**config.mk**
```make
export PLATFORM = sky130hd
export DESIGN_NAME = regport_top
export DESIGN_NICKNAME = d
export VERILOG_FILES = /design/src/rtl/regport_pkg.sv /design/src/rtl/regport_lanes.sv /design/src/rtl/regport_bank.sv /design/src/rtl/regport_top.sv
export SDC_FILE = /design/constraint.sdc
export NUM_CORES = 1
export LEC_CHECK = 0
export BUFFER_PORTS_ARGS = -buffer_cell sky130_fd_sc_hd__clkbuf_2
export CORE_UTILIZATION = 56
export DETAILED_ROUTE_END_ITERATION = 16
export PLACE_DENSITY = 0.85
export SKIP_LAST_GASP = 1
export SYNTH_ARGS = -nofsm -noshare
export SYNTH_HDL_FRONTEND = slang
export SYNTH_HIERARCHICAL = 1
export SYNTH_SLANG_ARGS = --single-unit
```
**constraint.sdc**
```tcl
create_clock -name clk -period 8.2 [get_ports clk]
set_input_delay 0.82 -clock clk [delete_from_list [all_inputs] [get_ports clk]]
set_output_delay 0.82 -clock clk [all_outputs]
set_load 0.1 [all_outputs]
```
**src/rtl/regport_pkg.sv**
```systemverilog
`timescale 1ns/1ps
package regport_pkg;

    typedef enum logic [1:0] {
        PW_8  = 2'b00,
        PW_16 = 2'b01,
        PW_32 = 2'b10
    } pwidth_e;

    localparam int unsigned CFG_ADDR = 0;
    localparam int unsigned R32_BASE = 4;
    localparam int unsigned R16_BASE = 8;
    localparam int unsigned R8_BASE  = 12;

    // Number of bytes moved per access for a width code.
    function automatic int unsigned width_bytes(input logic [1:0] code);
        case (code)
            PW_8:    width_bytes = 1;
            PW_16:   width_bytes = 2;
            default: width_bytes = 4;
        endcase
    endfunction

    // True when a byte address holds storage.
    function automatic logic byte_mapped(input int unsigned a);
        byte_mapped = (a == CFG_ADDR)
                   || (a >= R32_BASE && a < R32_BASE + 4)
                   || (a >= R16_BASE && a < R16_BASE + 2)
                   || (a == R8_BASE);
    endfunction

endpackage

```
**src/rtl/regport_lanes.sv**
```systemverilog
`timescale 1ns/1ps
module regport_lanes
    import regport_pkg::*;
#(
    parameter int ADDR_W = 4,
    parameter int LANES  = 4
) (
    input  logic [1:0]                   width,
    input  logic                         big_end,
    input  logic [ADDR_W-1:0]            addr,
    output logic [LANES-1:0]             lane_vld,
    output logic [LANES-1:0][ADDR_W-1:0] lane_addr
);

    int unsigned       nbytes;
    logic [ADDR_W-1:0] grp_mask;
    logic [ADDR_W-1:0] grp_base;

    always_comb begin
        nbytes   = width_bytes(width);
        grp_mask = ADDR_W'(nbytes - 1);
        grp_base = addr & ~grp_mask;
        for (int L = 0; L < LANES; L++) begin
            int pos;
            pos = big_end ? (LANES - 1 - L) : L;
            lane_vld[L]  = (pos < int'(nbytes));
            lane_addr[L] = lane_vld[L] ? (grp_base + ADDR_W'(pos)) : '0;
        end
    end

endmodule

```
**src/rtl/regport_bank.sv**
```systemverilog
`timescale 1ns/1ps
module regport_bank
    import regport_pkg::*;
#(
    parameter int ADDR_W = 4,
    parameter int LANES  = 4
) (
    input  logic                         clk,
    input  logic                         rst_n,
    input  logic                         wr_en,
    input  logic [LANES-1:0]             lane_vld,
    input  logic [LANES-1:0][ADDR_W-1:0] lane_addr,
    input  logic [LANES*8-1:0]           wdata,
    output logic [LANES*8-1:0]           rdata_raw,
    output logic [1:0]                   width_q
);

    localparam int NB = 1 << ADDR_W;

    typedef struct packed {
        logic [NB-1:0][7:0] mem;
    } bank_s;

    bank_s              st_d, st_q;
    logic [NB-1:0]      we;
    logic [NB-1:0][7:0] wbyte;

    always_comb begin
        st_d  = st_q;
        we    = '0;
        wbyte = '0;
        for (int b = 0; b < NB; b++) begin
            for (int L = 0; L < LANES; L++) begin
                if (wr_en && lane_vld[L] && lane_addr[L] == ADDR_W'(b)) begin
                    we[b]    = 1'b1;
                    wbyte[b] = wdata[8*L +: 8];
                end
            end
            if (we[b] && byte_mapped(b)) begin
                if (b == CFG_ADDR) begin
                    if (wbyte[b][1:0] != 2'b11)
                        st_d.mem[b] = {6'b0, wbyte[b][1:0]};
                end else begin
                    st_d.mem[b] = wbyte[b];
                end
            end
        end
    end

    always_ff @(posedge clk) begin
        if (!rst_n) st_q <= '0;
        else        st_q <= st_d;
    end

    always_comb begin
        for (int L = 0; L < LANES; L++) begin
            if (lane_vld[L] && byte_mapped(int'(lane_addr[L])))
                rdata_raw[8*L +: 8] = st_q.mem[lane_addr[L]];
            else
                rdata_raw[8*L +: 8] = 8'h00;
        end
    end

    assign width_q = st_q.mem[CFG_ADDR][1:0];

    AST_WIDTH_LEGAL: assert property (@(posedge clk) disable iff (!rst_n)
        width_q != 2'b11);

    for (genvar gb = 0; gb < NB; gb++) begin : g_hold
        AST_BYTE_HOLD: assert property (@(posedge clk) disable iff (!rst_n)
            !we[gb] |=> $stable(st_q.mem[gb]));
    end

endmodule

```
**src/rtl/regport_top.sv**
```systemverilog
`timescale 1ns/1ps
module regport_top
    import regport_pkg::*;
#(
    parameter int ADDR_W = 4,
    parameter int DATA_W = 32
) (
    input  logic              clk,
    input  logic              rst_n,
    input  logic              endian_strap,
    input  logic              host_cs,
    input  logic              host_rd,
    input  logic              host_wr,
    input  logic [ADDR_W-1:0] host_addr,
    input  logic [DATA_W-1:0] host_wdata,
    output logic [DATA_W-1:0] host_rdata,
    output logic              host_rdata_oe
);

    localparam int LANES = DATA_W / 8;

    typedef struct packed {
        logic big_end;
    } top_s;

    top_s                         top_d, top_q;
    logic [1:0]                   width_q;
    logic [LANES-1:0]             lane_vld;
    logic [LANES-1:0][ADDR_W-1:0] lane_addr;
    logic [DATA_W-1:0]            rdata_raw;
    logic                         rd_act;
    logic                         wr_en;

    // Strap is sampled only while reset is held.
    always_comb begin
        top_d = top_q;
        if (!rst_n) top_d.big_end = endian_strap;
    end

    always_ff @(posedge clk) begin
        top_q <= top_d;
    end

    assign rd_act = host_cs & host_rd;
    assign wr_en  = host_cs & host_wr;

    regport_lanes #(.ADDR_W(ADDR_W), .LANES(LANES)) lanes_i (
        .width     (width_q),
        .big_end   (top_q.big_end),
        .addr      (host_addr),
        .lane_vld  (lane_vld),
        .lane_addr (lane_addr)
    );

    regport_bank #(.ADDR_W(ADDR_W), .LANES(LANES)) bank_i (
        .clk       (clk),
        .rst_n     (rst_n),
        .wr_en     (wr_en),
        .lane_vld  (lane_vld),
        .lane_addr (lane_addr),
        .wdata     (host_wdata),
        .rdata_raw (rdata_raw),
        .width_q   (width_q)
    );

    assign host_rdata    = rd_act ? rdata_raw : '0;
    assign host_rdata_oe = rd_act;

    AST_IDLE_QUIET: assert property (@(posedge clk) disable iff (!rst_n)
        !(host_cs && host_rd) |-> (host_rdata == '0 && !host_rdata_oe));

    AST_STRAP_HELD: assert property (@(posedge clk) disable iff (!rst_n)
        $past(rst_n) |-> $stable(top_q.big_end));

    AST_LANE_COUNT: assert property (@(posedge clk) disable iff (!rst_n)
        $countones(lane_vld) == int'(width_bytes(width_q)));

    AST_LE_LOW_LANE: assert property (@(posedge clk) disable iff (!rst_n)
        !top_q.big_end |-> lane_vld[0]);

    AST_BE_TOP_LANE: assert property (@(posedge clk) disable iff (!rst_n)
        top_q.big_end |-> lane_vld[LANES-1]);

endmodule

```
## Word-level counts from Yosys, hierarchy flattened

Cells that the tools add are included.

| storage, ports and cells | value |
|---|---|
| flip-flop bits (word level) | 59 |

| operators by class | value |
|---|---|
| add/subtract/negate cells | 5 |
| $lt $le $gt $ge | 24 |
| equal/unequal tests | 30 |
| mux-type cells | 86 |
| bitwise logic cells | 4 |
| reductions and logical operators | 66 |

Operators by type and width:

| kind | count |
|---|---|
| 8-bit 2-to-1 mux | 36 |
| 8-bit binary-select mux with 4-bit select | 4 |
| 32-bit by 4-bit < comparator with 1-bit output | 4 |
| 4-bit by 3-bit equality test with 1-bit output (second input constant) | 16 |
| 4-bit equality test (second input constant) | 12 |
| 1-bit logical AND | 48 |
| 4-bit < comparator (second input constant) | 8 |
| 1-bit 2-to-1 mux | 32 |
| 32-bit 2-to-1 mux | 1 |
| 4-bit by 5-bit < comparator with 1-bit output (second input constant) | 4 |
| 4-bit adder | 4 |
| 4-bit by 3-bit >= comparator with 1-bit output (second input constant) | 4 |
| 4-bit >= comparator (second input constant) | 4 |
| 4-bit zero test | 4 |
| 2-bit 2-to-1 mux | 8 |
| 4-bit 2-to-1 mux | 4 |
| 1-bit logical OR | 12 |
| 3-bit one-hot mux with 2 select lines | 1 |
| 4-bit AND | 1 |
| 4-bit NOT | 1 |
| 3-bit by 1-bit subtractor with 4-bit output (second input constant) | 1 |
| 1-bit AND | 2 |
| 2-bit by 1-bit equality test with 1-bit output (second input constant) | 1 |
| 2-bit zero test | 1 |
| 2 further kinds | 2 |

## Logic depth before layout (Yosys ltp)

| depth | value |
|---|---|
| word-level depth | 15 |
| gate-level depth with buffers | 18 |
| depth with buffers taken out | 15 |

## Modules after synthesis

Netlist, hierarchy kept.

By module, submodules not included:

| module | instances | cells an instance | area each (µm²) | seq. area each (µm²) |
|---|---|---|---|---|
| regport_bank | 1 | 788 | 6222.2 | 1161.1 |
| regport_lanes | 1 | 71 | 540.5 | 0.0 |
| regport_top | 1 | 42 | 316.6 | 30.0 |

## Worst setup path after synthesis

Ideal clock, no wire load.

| timing path | value |
|---|---|
| path type | reg2out |
| from | reg bank_i.st_q (netlist bit bank_i/width_q[1]) |
| to | out host_rdata[30] |
| arrival time | 3695 ps |
| slack | 3685 ps |
| cell stages (with the launch flop) | 17 |
| buffers on the path | 2 |
| cell sequence | dfxtp_1 > buf_4 > nor2_2 > inv_1 > ha_1 > nand2_1 > inv_1 > ha_1 > a21oi_1 > nand2b_1 > a21oi_1 > buf_2 > nand2b_1 > a21oi_1 > o21ai_1 > nor2_1 > and3_1 |

RTL lines:

| element | RTL line | text |
|---|---|---|
| from (decl) | regport_bank.sv:24 | `bank_s st_d, st_q;` |
| from (signal assigned) | regport_bank.sv:52 | `else st_q <= st_d;` |
| to (decl) | regport_top.sv:16 | `output logic [DATA_W-1:0] host_rdata,` |

==> results.toml <==
[routing]
num_vias = 7990
wl_mm = 25.12
drtIter0Drc = 1530
drc = 0
drt_pre_antenna_iters = 11
ant_nets = 0
vias_per_cell = 7.284
wl_per_cell_um = 22.90

[floorplanning]
start_util = 0.5821
die_h_um = 114.4
chipWidth_um = 114.4
ios = 75
die_area_um2 = 13100
rows = 40
coreArea_um2 = 12160

[clock_tree]
cts_buffer_depth = 2
clk_pin_slew_worst_paths_ns = 0.06
cts_made_buffers = 9
cts_root_buffer = "clkbuf_16"
ctsResizeCount = 0
htreeDepth = 3
clock_latency_ns = 0.34
cts_tree = "yes"
post-cts-setup-buffers = 0
hold_buffers = 0
clock-sinks = 59

[layout]
multi_input_area_um2 = 5424
drive_above_1_share = 0.2411
synthToLayoutAreaGrowth_pct = 9.632
fillers = 1069
fin_nets = 979
diodes = 0
seqCellArea_um2 = 1191
instances_no_fill = 1097

[synth]
yosysWarnings = 6
synth_top_flop_cell = "dfxtp_1"
synthTopCellsByArea = "dfxtp_1, mux4_2, mux2i_1, nor2_1, nand2_1"
synth_area_um2 = 7079
ys_seq_elements = 59
synth_edf_count = 1
synthesis.instances = 901
yosys.area.top_type = "dfxtp_1"
seq_area_frac_synth = 0.1683
synth_top_area_share = 0.1640
synth_cell_types = 78
synth_fp_nets = 956
syn_area_per_cell_um2 = 7.857
async_flop_share = 0

[placement]
placedCellCount = 1081
dpl.hpwl_mm = 18.33
place.gp.congestion = 1.021
port_buffers = 74

[global_route]
grt_antenna_before_repair = 0
grt_first_pass_wirelength_mm = 39.51
overflow = 0
grt_usage = 0.3918
first_global_vias = 7418
grt_max_degree = 35

[timing]
setup_tns_ns = 0
period_needed_ns = 5.859
rsz0062_at_grt = "false"
setup_viol = 0
hold_viol = 0
max_freq_mhz = 170.7
timing.slew.headroom = 0.1499
fin_skew_ns = 0.007699
fin_crit_sh = 0.7145
drv_slew = 0
worstMarginPinSlew_ns = 1.272

[worst_hold_path]
hold_class = "reg -> reg"

[power_and_ir_drop]
peakVddDrop_v = 0.0002705
power.density_nw_per_um2 = 321.9
leakagePower_nw = 2.774

[setup_path]
required_ns = 7.38
cp.arrival_ns = 5.04
cp-start-kind = "flip-flop"
rrSetupSlack_ns = 3.25
cpLargestDelayFamily = "simple AND/OR/NAND/NOR gates"
rr_startpoint = "bank_i/width_q[0]$_SDFFE_PN0P_"
crit_fanout = 16
end_kind = "output pin"
ff2ff_path_depth = 12
crit_end = "host_rdata[25]"
timing.rr.end = "bank_i/st_q[39]$_SDFFE_PN0P_"
cp_num_buf_inv = 2
cp.depth = 13
crit_slowest_cell = "nor2_1"
slowest_delay_ns = 0.86
critPathKind = "reg -> out"
critical_path.startpoint = "bank_i/width_q[0]$_SDFFE_PN0P_"
path_cells = "nor2_2 -> inv_1 -> ha_1 -> nand2_1 -> fa_1 -> xor2_1 -> nor2_1 -> nand2b_1 -> a21oi_1 -> o21ai_1 -> nor3_1 -> and3_2 -> clkbuf_2"

[status]
status = "complete, no violations"

[run]
max_cap_violations = 0
## sequential cells by signal, indices dropped and copies added, names as in the netlist
| register | flops |
|---|---|
| top_q | 1 |
| bank_i/st_q | 56 |
| bank_i/width_q | 2 |
## report_power, final
part,internal [mW],total (mW),switching [mW],leakage (nW)
clock network,0.268,0.418,0.150,0.160
logic,0.551,1.71,1.16,2.14
registers,0.315,0.366,0.0509,0.478
total,1.13,2.50,1.36,2.77
## cell usage after synthesis, types with 5 or more instances
| library cell | count |
|---|---|
| clkbuf_1 | 31 |
| and3_1 | 6 |
| and2_1 | 6 |
| o21ai_0 | 51 |
| a32o_1 | 7 |
| inv_1 | 30 |
| nor4_1 | 5 |
| buf_4 | 5 |
| nand3_1 | 16 |
| a221oi_1 | 25 |
| mux2_2 | 21 |
| and3_2 | 31 |
| mux4_2 | 32 |
| ha_1 | 9 |
| mux2i_1 | 40 |
| dfxtp_1 | 58 |
| o22ai_1 | 13 |
| o32ai_1 | 14 |
| nand2_1 | 82 |
| a222oi_1 | 14 |
| a22oi_1 | 23 |
| nor2b_1 | 29 |
| buf_2 | 24 |
| a21oi_1 | 50 |
| nand2b_1 | 22 |
| nor2_1 | 95 |
| buf_1 | 12 |
| o311a_1 | 10 |
| a221o_1 | 12 |
| nor3_1 | 29 |
## worst min-delay path, stage by stage, from the launching register on
cell and delay [ns]:
dfxtp_1 0.34, inv_1 0.08, o32ai_1 0.06
## logic make-up after synthesis
kind of cell | share of synthesized area
and+or+nand+nor | 0.2777
AOI/OAI and AO/OA | 0.2621
buffers and inverters | 0.06805
muxes | 0.1918
DFF | 0.1683
adders and majority gates | 0.02722
xor gates and xnor gates | 0.004948
## worst min-delay path by stage
stage	startpoint	depth (start not counted)	end
floorplan	bank_i/st_q[38]$_SDFFE_PN0P_	2	bank_i/st_q[38]$_SDFFE_PN0P_
global placement	bank_i/st_q[38]$_SDFFE_PN0P_	2	bank_i/st_q[38]$_SDFFE_PN0P_
detailed placement	bank_i/st_q[39]$_SDFFE_PN0P_	2	bank_i/st_q[39]$_SDFFE_PN0P_
CTS	bank_i/st_q[39]$_SDFFE_PN0P_	2	bank_i/st_q[39]$_SDFFE_PN0P_
global route	bank_i/st_q[68]$_SDFFE_PN0P_	2	bank_i/st_q[68]$_SDFFE_PN0P_
finish	bank_i/st_q[68]$_SDFFE_PN0P_	2	bank_i/st_q[68]$_SDFFE_PN0P_
## layer usage
layer | up-vias | track usage | part of all wire
li1 | 3500 | - | -
met1 | 3610 | 0.5193 | 0.37
met2 | 758 | 0.5956 | 0.42
met3 | 122 | 0.1181 | 0.17
met4 | 0 | 0.1498 | 0.033
met5 | - | 0.03529 | 0
## metrics by stage
step | setup slack, ns | utilization | hold WS (ns) | power, mW | instance area (µm²)
after floorplan | 3.685 | - | 0.4592 | 1.591 | 7079
after global placement | 2.989 | 0.6114 | 0.4940 | 1.972 | 7436
after detailed placement | 2.845 | 0.6114 | 0.5145 | 1.993 | 7436
after CTS | 2.491 | 0.6382 | 0.5219 | 2.417 | 7761
after global routing | 2.137 | 0.6382 | 0.5442 | 2.595 | 7761
final | 2.341 | 0.6382 | 0.5299 | 2.498 | 7761
## final cells by class
type                       instances  share of cell area
clock inverter                     7             0.01290
timing repair buffer              90             0.06320
tap                              168             0.02708
inverter                          32             0.01548
clock buffer                       9             0.02902
multi-input combinational        732              0.6989
sequential                        59              0.1535
## cell usage in the layout (no fill, tap or decap), types with 6 or more instances in the layout
cell type	count
a21oi_1	50
a221o_1	12
a221oi_1	25
a222oi_1	14
a22oi_1	23
a32o_1	7
and2_1	6
and3_1	6
and3_2	31
buf_4	16
clkbuf_16	9
clkbuf_2	74
dfxtp_1	58
ha_1	9
inv_1	30
mux2_2	21
mux2i_1	40
mux4_2	32
nand2_1	82
nand2b_1	22
nand3_1	16
nor2_1	92
nor2b_1	27
nor3_1	28
o21ai_0	51
o22ai_1	13
o311a_1	10
o32ai_1	14
(Power assumes the default switching activity.)
